==> src/rtl/glyph_pkg.sv <==
// Shared register addresses and status layout for the glyph expansion engine.
// Assumes a 4-bit word-addressed register port.
package glyph_pkg;
    typedef enum logic [3:0] {
        REG_STATUS = 4'd0,
        REG_ROW    = 4'd1,
        REG_XSTART = 4'd2,
        REG_XEND   = 4'd3,
        REG_XSTEP  = 4'd4,
        REG_YSTEP  = 4'd5,
        REG_FG     = 4'd6,
        REG_BG     = 4'd7,
        REG_PMASK  = 4'd8,
        REG_GLYPH  = 4'd9
    } reg_sel_e;

    localparam int BUSY_BIT = 28;
    localparam int RUN_CW   = 5;   // width of a run-length-minus-one count (32 pixels)
endpackage

==> src/rtl/glyph_regfile.sv <==
// Register file and host port. It holds the coordinates, colours, steps and plane mask.
// It launches a run on a bitmap write, holds off every write while busy, and applies the
// post-run coordinate advance. Assumes XW >= RUN_CW and that run_done occurs only while busy.
module glyph_regfile
    import glyph_pkg::*;
#(
    parameter int XW = 10,
    parameter int YW = 10,
    parameter int PW = 8
) (
    input  logic              clk,
    input  logic              rst_n,
    input  logic              bus_sel,
    input  logic              bus_we,
    input  logic [3:0]        bus_addr,
    input  logic [31:0]       bus_wdata,
    output logic [31:0]       bus_rdata,
    output logic              bus_ready,
    input  logic              busy,
    input  logic              run_done,
    output logic              start,
    output logic [RUN_CW-1:0] span_m1,
    output logic [YW-1:0]     row_q,
    output logic [XW-1:0]     xstart_q,
    output logic [PW-1:0]     fg_q,
    output logic [PW-1:0]     bg_q,
    output logic [PW-1:0]     pmask_q
);
    logic [XW-1:0] xend_q;
    logic [XW-1:0] xstep_q;
    logic [YW-1:0] ystep_q;
    logic          wr_ok;

    // Purpose: decide whether a write may complete this cycle and whether it launches a run.
    always_comb begin
        wr_ok     = bus_sel && bus_we && !busy;
        bus_ready = !(bus_sel && bus_we && busy);
        start     = wr_ok && (bus_addr == REG_GLYPH);
        span_m1   = RUN_CW'(xend_q - xstart_q);
    end

    // Purpose: register writes, and the coordinate advance when a run completes.
    always_ff @(posedge clk) begin
        if (!rst_n) begin
            row_q    <= '0;
            xstart_q <= '0;
            xend_q   <= '0;
            xstep_q  <= '0;
            ystep_q  <= '0;
            fg_q     <= '0;
            bg_q     <= '0;
            pmask_q  <= '1;
        end else if (wr_ok) begin
            case (bus_addr)
                REG_ROW:    row_q    <= bus_wdata[YW-1:0];
                REG_XSTART: xstart_q <= bus_wdata[XW-1:0];
                REG_XEND:   xend_q   <= bus_wdata[XW-1:0];
                REG_XSTEP:  xstep_q  <= bus_wdata[XW-1:0];
                REG_YSTEP:  ystep_q  <= bus_wdata[YW-1:0];
                REG_FG:     fg_q     <= bus_wdata[PW-1:0];
                REG_BG:     bg_q     <= bus_wdata[PW-1:0];
                REG_PMASK:  pmask_q  <= bus_wdata[PW-1:0];
                default: ;
            endcase
        end else if (run_done) begin
            xstart_q <= xstart_q + xstep_q;
            row_q    <= row_q + ystep_q;
        end
    end

    // Purpose: read-back multiplexer; status carries the busy flag.
    always_comb begin
        bus_rdata = '0;
        case (bus_addr)
            REG_STATUS: bus_rdata[BUSY_BIT] = busy;
            REG_ROW:    bus_rdata = 32'(row_q);
            REG_XSTART: bus_rdata = 32'(xstart_q);
            REG_XEND:   bus_rdata = 32'(xend_q);
            REG_XSTEP:  bus_rdata = 32'(xstep_q);
            REG_YSTEP:  bus_rdata = 32'(ystep_q);
            REG_FG:     bus_rdata = 32'(fg_q);
            REG_BG:     bus_rdata = 32'(bg_q);
            REG_PMASK:  bus_rdata = 32'(pmask_q);
            default: ;
        endcase
    end

    // completion of a run steps the start column and row by the programmed increments
    assert_advance_R7: assert property (@(posedge clk) disable iff (!rst_n)
        run_done |=> (xstart_q == $past(xstart_q) + $past(xstep_q)) &&
                     (row_q == $past(row_q) + $past(ystep_q)) && $stable(xend_q));
endmodule

==> src/rtl/glyph_run_seq.sv <==
// Run sequencer. It latches the bitmap word and the start position on launch, then walks
// the run one pixel per accepted memory cycle, shifting the word left so that the current
// bit is always bit 31. Assumes start is never raised while busy.
module glyph_run_seq
    import glyph_pkg::*;
#(
    parameter int XW = 10,
    parameter int YW = 10
) (
    input  logic              clk,
    input  logic              rst_n,
    input  logic              start,
    input  logic [31:0]       word,
    input  logic [RUN_CW-1:0] span_m1,
    input  logic [XW-1:0]     xstart,
    input  logic [YW-1:0]     row,
    input  logic              mem_ready,
    output logic              busy,
    output logic              run_done,
    output logic [XW-1:0]     cur_x,
    output logic [YW-1:0]     cur_y,
    output logic              cur_bit
);
    logic              busy_q;
    logic [RUN_CW-1:0] remain_q;
    logic [31:0]       shreg_q;
    logic [XW-1:0]     x_q;
    logic [YW-1:0]     y_q;

    // Purpose: load a run on launch and step it on every accepted pixel.
    always_ff @(posedge clk) begin
        if (!rst_n) begin
            busy_q   <= 1'b0;
            remain_q <= '0;
            shreg_q  <= '0;
            x_q      <= '0;
            y_q      <= '0;
        end else if (start) begin
            busy_q   <= 1'b1;
            remain_q <= span_m1;
            shreg_q  <= word;
            x_q      <= xstart;
            y_q      <= row;
        end else if (busy_q && mem_ready) begin
            if (remain_q == '0) begin
                busy_q <= 1'b0;
            end else begin
                remain_q <= remain_q - RUN_CW'(1);
            end
            shreg_q <= {shreg_q[30:0], 1'b0};
            x_q     <= x_q + XW'(1);
        end
    end

    // Purpose: expose the current pixel and the completion strobe.
    always_comb begin
        busy     = busy_q;
        run_done = busy_q && mem_ready && (remain_q == '0);
        cur_x    = x_q;
        cur_y    = y_q;
        cur_bit  = shreg_q[31];
    end

    // a run only ends on an edge where the memory accepted a pixel
    assert_end_on_accept_R2: assert property (@(posedge clk) disable iff (!rst_n)
        $fell(busy_q) |-> $past(mem_ready));
    // a launch loads the programmed column and row as the first pixel position
    assert_launch_pos_R3: assert property (@(posedge clk) disable iff (!rst_n)
        start |=> busy_q && (x_q == $past(xstart)) && (y_q == $past(row)));
    // a refused pixel keeps the run where it is
    assert_stall_keeps_R8: assert property (@(posedge clk) disable iff (!rst_n)
        busy_q && !mem_ready |=> busy_q && $stable(x_q) && $stable(shreg_q) && $stable(remain_q));
endmodule

==> src/rtl/glyph_pixel_out.sv <==
// Pixel formatter. It forms the linear address row*PITCH + column, picks the foreground or
// background colour from the current bitmap bit, and passes the plane mask as a per-bit
// write enable. Purely combinational; assumes AW covers the largest address.
module glyph_pixel_out #(
    parameter int XW    = 10,
    parameter int YW    = 10,
    parameter int PITCH = 1024,
    parameter int PW    = 8,
    parameter int AW    = 21
) (
    input  logic          busy,
    input  logic [XW-1:0] cur_x,
    input  logic [YW-1:0] cur_y,
    input  logic          cur_bit,
    input  logic [PW-1:0] fg,
    input  logic [PW-1:0] bg,
    input  logic [PW-1:0] pmask,
    output logic          mem_req,
    output logic [AW-1:0] mem_addr,
    output logic [PW-1:0] mem_data,
    output logic [PW-1:0] mem_wmask
);
    // Purpose: build the memory write request for the current pixel.
    always_comb begin
        mem_req   = busy;
        mem_addr  = AW'(cur_y) * AW'(PITCH) + AW'(cur_x);
        mem_data  = cur_bit ? fg : bg;
        mem_wmask = pmask;
    end
endmodule

==> src/rtl/glyph_expand_engine.sv <==
// Top of the glyph expansion engine: register port, run sequencer and pixel formatter.
// One write to the bitmap register draws up to 32 pixels of one row. Assumes the memory
// takes one pixel per cycle in which mem_ready is high.
module glyph_expand_engine
    import glyph_pkg::*;
#(
    parameter int XW    = 10,
    parameter int YW    = 10,
    parameter int PITCH = 1024,
    parameter int PW    = 8,
    localparam int AW   = $clog2(PITCH * (2 ** YW) + 2 ** XW)
) (
    input  logic          clk,
    input  logic          rst_n,
    input  logic          bus_sel,
    input  logic          bus_we,
    input  logic [3:0]    bus_addr,
    input  logic [31:0]   bus_wdata,
    output logic [31:0]   bus_rdata,
    output logic          bus_ready,
    output logic          mem_req,
    output logic [AW-1:0] mem_addr,
    output logic [PW-1:0] mem_data,
    output logic [PW-1:0] mem_wmask,
    input  logic          mem_ready
);
    logic              busy;
    logic              run_done;
    logic              start;
    logic [RUN_CW-1:0] span_m1;
    logic [YW-1:0]     row_q;
    logic [XW-1:0]     xstart_q;
    logic [PW-1:0]     fg_q;
    logic [PW-1:0]     bg_q;
    logic [PW-1:0]     pmask_q;
    logic [XW-1:0]     cur_x;
    logic [YW-1:0]     cur_y;
    logic              cur_bit;

    glyph_regfile #(.XW(XW), .YW(YW), .PW(PW)) u_regs (
        .clk(clk), .rst_n(rst_n),
        .bus_sel(bus_sel), .bus_we(bus_we), .bus_addr(bus_addr), .bus_wdata(bus_wdata),
        .bus_rdata(bus_rdata), .bus_ready(bus_ready),
        .busy(busy), .run_done(run_done), .start(start), .span_m1(span_m1),
        .row_q(row_q), .xstart_q(xstart_q), .fg_q(fg_q), .bg_q(bg_q), .pmask_q(pmask_q)
    );

    glyph_run_seq #(.XW(XW), .YW(YW)) u_seq (
        .clk(clk), .rst_n(rst_n), .start(start), .word(bus_wdata), .span_m1(span_m1),
        .xstart(xstart_q), .row(row_q), .mem_ready(mem_ready),
        .busy(busy), .run_done(run_done), .cur_x(cur_x), .cur_y(cur_y), .cur_bit(cur_bit)
    );

    glyph_pixel_out #(.XW(XW), .YW(YW), .PITCH(PITCH), .PW(PW), .AW(AW)) u_pix (
        .busy(busy), .cur_x(cur_x), .cur_y(cur_y), .cur_bit(cur_bit),
        .fg(fg_q), .bg(bg_q), .pmask(pmask_q),
        .mem_req(mem_req), .mem_addr(mem_addr), .mem_data(mem_data), .mem_wmask(mem_wmask)
    );

    // a refused request is presented again unchanged on the next cycle
    assert_hold_request_R8: assert property (@(posedge clk) disable iff (!rst_n)
        mem_req && !mem_ready |=> mem_req && $stable(mem_addr) && $stable(mem_data) &&
                                  $stable(mem_wmask));
endmodule

==> config.mk <==
export PLATFORM = sky130hd
export DESIGN_NAME = glyph_expand_engine
export DESIGN_NICKNAME = d
export VERILOG_FILES = /design/src/rtl/glyph_pkg.sv /design/src/rtl/glyph_regfile.sv /design/src/rtl/glyph_run_seq.sv /design/src/rtl/glyph_pixel_out.sv /design/src/rtl/glyph_expand_engine.sv
export SDC_FILE = /design/constraint.sdc
export NUM_CORES = 1
export LEC_CHECK = 0
export ABC_CLOCK_PERIOD_IN_PS = 4700
export BUFFER_PORTS_ARGS = -buffer_cell sky130_fd_sc_hd__buf_4
export CORE_ASPECT_RATIO = 1.2
export CORE_MARGIN = 2
export CORE_UTILIZATION = 40
export DETAILED_ROUTE_END_ITERATION = 16
export SLEW_MARGIN = 5
export SYNTH_ARGS = -nofsm -noshare
export SYNTH_HDL_FRONTEND = slang
export SYNTH_SLANG_ARGS = --single-unit
==> constraint.sdc <==
create_clock -name clk -period 4.7 [get_ports clk]
set_clock_uncertainty 0.05 [all_clocks]
set_input_delay 0.705 -clock clk [delete_from_list [all_inputs] [get_ports clk]]
set_output_delay 0.705 -clock clk [all_outputs]
set_load 0.05 [all_outputs]
==> key figures <==
Run status
  – Status: finished, final reports clean

Critical path
  – Crit-path slowest cell: nor2b_1
  – WS Path Type: in2out
  – Most frequent CP cell: buf_4
  – WP data required: 3.94 ns
  – Number of buffers and inverters on the critical path: 2
  – Critical Path Sink Type: output pin
  – CP Cell Sequence: buf_4 > nor2b_1 > a22o_1 > a22oi_1 > o221ai_1 > buf_4
  – Largest fanout on the critical path: 16
  – CP delay by family, top: simple AND/OR/NAND/NOR gates
  – Crit path DAT: 2.27 ns
  – Startpoint class of the critical path: primary input
  – Critical Path Max Stage Delay: 0.58 ns

Route
  – Pre-Repair DR Iteration Count: 5
  – Post-DR vias/cell: 5.66
  – Post-route ant nets: 0
  – WL per Instance: 19.1 um
  – Routed wire length: 21,800 um
  – Routed vias: 6,463
  – Post-route DRC: 0
  – Drt initial violations: 455

Synthesis
  – Asr flop ratio synth: 0%
  – Synthesized area: 7300 sq um
  – EDFF count, synth: 0
  – Seq/Total Area, Yosys: 36.2%
  – Yosys cell types: 64
  – Ys flop type: dfxtp_1
  – Cells after Synth: 851
  – Yosys warnings: 0
  – Synth Area per Inst: 8.58 sq um
  – FF+latch count, synth: 132

STA
  – Minimum clock period: 3.03 ns
  – Measured slew at the worst slew-check pin: 1.05 ns
  – Relative slew margins: 29.9%
  – Setup Total Neg Slack: 0 ns
  – Final setup viols: 0
  – Max Slew Vio Count: 0
  – Period utilisation layout: 64.5%
  – Setup repair after global routing missed its margin: no
  – Achievable frequency: 330 MHz
  – Hold Vio Cnt, Final: 0

Global routing
  – Largest net degree at the start of global routing: 80
  – First-pass GRT wire length: 33,600 um
  – Antenna violations before repair: 0
  – Congestion Overflow GR: 0
  – Vias in the first global route: 5,976
  – GRT Util Overall: 22.3%

Floorplan
  – Core Footprint: 18,000 sq um
  – FP Rows: 54
  – Chip Width: 127 um
  – Die Y: 152 um
  – Ports: 112
  – Die area: 19,300 sq um
  – Initial core utilization: 40.5%

Worst hold path
  – Worst Hold Class: reg2reg

Flow run
  – Number of max-cap violations: 0

Clocking
  – Max Buffers Root-to-Sink: 2
  – Worst-Skew Late Latency: 0.42 ns
  – Hold_buf cts: 0
  – # Post-CTS Setup Buffers: 0
  – CTS clk-pin slew, worst paths: 0.06 ns
  – CTS root buf: clkbuf_16
  – CTS tree: yes
  – Htree depth: 4
  – Post_cts resized: 0
  – Clk sinks: 132
  – Num CTS Buffers: 17

Placed design
  – Buffers on Ports: 89
  – Hpwl dp: 15,200 um
  – Gpl congestion: 0.915

Power
  – Pwr Total: 2.85 mW
  – Pwr per Cell Area: 330 nW/um^2
  – VDD IR max: 224 uV
  – Static Leak: 3.45 nW

Layout
  – ANT cells: 0
  – Area delta synth->final: 18.4%
  – Most common cell after layout, fill and taps aside: dfxtp_1
  – Storage cell area: 2640 sq um
  – Nets: 975
  – Fillcell total: 1,737
  – Most frequent cells in the layout: 132 x dfxtp_1, 122 x nand2_1, 96 x buf_4
  – Layout cells sized above 1: 16.0%
  – Area occupied by multi-input gates: 4310 sq um
[final timing paths]
| check | depth (start not counted) | slack (ns) | start | end |
|---|---|---|---|---|
| max | 6 | 1.67 | bus_addr[0] | bus_rdata[2] |
| min | 2 | 0.40 | u_seq.cur_y[9]$_SDFFE_PN0P_ | u_seq.cur_y[9]$_SDFFE_PN0P_ |
| max reg2reg | 6 | 2.00 | u_seq.busy$_SDFFE_PN0P_ | u_seq.shreg_q[15]$_SDFFE_PN0P_ |
| min reg2reg | 2 | 0.40 | u_seq.cur_y[9]$_SDFFE_PN0P_ | u_seq.cur_y[9]$_SDFFE_PN0P_ |
[tightest hold or removal path, delay by kind of cell (launching register included)]
kind | cells | cell delay [ns]
AOI/OAI and AO/OA | 1 | 0.05
DFF | 1 | 0.31
and+or+nand+nor | 1 | 0.05
[registers in the layout, summed over array words and instances (netlist names)]
register and count:
u_seq.cur_y 10, u_seq.shreg_q 32, u_regs.fg_q 8, u_regs.row_q 10, u_regs.xend_q 10, u_seq.busy 1
u_regs.ystep_q 10, u_seq.remain_q 5, u_seq.cur_x 10, u_regs.pmask_q 8, u_regs.xstep_q 10, u_regs.xstart_q 10
u_regs.bg_q 8
[layer usage]
metal | share of wire, % | global-route usage, % | wire (um)
met1 | 44 | 29.0 | 9580
met2 | 49 | 37.1 | 10700
met3 | 4.7 | 4.05 | 1030
met4 | 2.2 | 7.48 | 477
met5 | 0 | 0 | 0
[cell usage after synthesis (3+ instances only)]
cell type | number | area share, %
dfxtp_1 | 132 | 36
nand2_1 | 122 | 6.3
a21boi_0 | 53 | 5.5
nor2b_1 | 47 | 4.0
a22oi_1 | 46 | 4.7
clkbuf_1 | 43 | 2.2
mux2i_1 | 41 | 5.6
a21oi_1 | 40 | 2.7
nand3_1 | 34 | 2.3
nor2_1 | 32 | 1.6
ha_1 | 25 | 4.3
o21ai_0 | 25 | 1.7
buf_4 | 22 | 2.3
buf_2 | 14 | 0.96
o211a_1 | 11 | 1.5
xnor2_1 | 11 | 1.3
inv_1 | 10 | 0.51
a21o_1 | 9 | 0.93
a31oi_1 | 9 | 0.77
mux2_2 | 9 | 1.4
a32oi_1 | 8 | 0.96
and2_1 | 8 | 0.69
nand2b_1 | 8 | 0.69
nor3_1 | 8 | 0.55
xor2_1 | 7 | 0.84
a21boi_1 | 6 | 0.62
o221ai_1 | 6 | 0.72
o211ai_1 | 5 | 0.51
nand4_1 | 4 | 0.34
a211oi_1 | 3 | 0.31
a221oi_1 | 3 | 0.36
fa_1 | 3 | 0.82
o21a_1 | 3 | 0.31
o22ai_1 | 3 | 0.26
[logic make-up (layout without fill, tap and decap cells)]
kind of cell / Yosys count / count (layout) / share of synthesized area, %
other cells: 1 / 22 / 0.0514
flops: 132 / 132 / 36.2
xor+xnor: 18 / 18 / 2.16
buf+inv: 91 / 137 / 6.05
compound gates: 245 / 245 / 23.7
fa+ha+maj: 28 / 28 / 5.11
mux: 51 / 51 / 7.32
simple gates: 285 / 285 / 19.4
[where the power goes]
part	internal [mW]	switching [mW]
clock network	0.947	0.533
logic	0.0717	0.159
registers	1.13	0.0136
[layout make-up]
cell class / count / share of cell area [%]
flip-flops and latches: 132 / 30.6
clock inverters: 14 / 2.61
inverters: 10 / 0.434
repair buffers: 96 / 8.34
well taps: 224 / 3.24
clock buffers: 17 / 4.92
multi-input cells: 649 / 49.9
[metrics by stage]
stage	area [sq um]	util [%]	worst slack, ns	cells	hold slack (ns)
4_1_cts	8640	47.9	1.72	1142	0.408
3_5_place_dp	7990	44.3	1.72	1111	0.399
5_1_grt	8640	47.9	1.56	1142	0.438
3_3_place_gp	7990	44.3	1.73	1111	0.396
6_report	8640	47.9	1.67	1142	0.404
2_1_floorplan	7380	-	1.48	872	0.385
No activity file was read; power rests on OpenSTA's default activity.
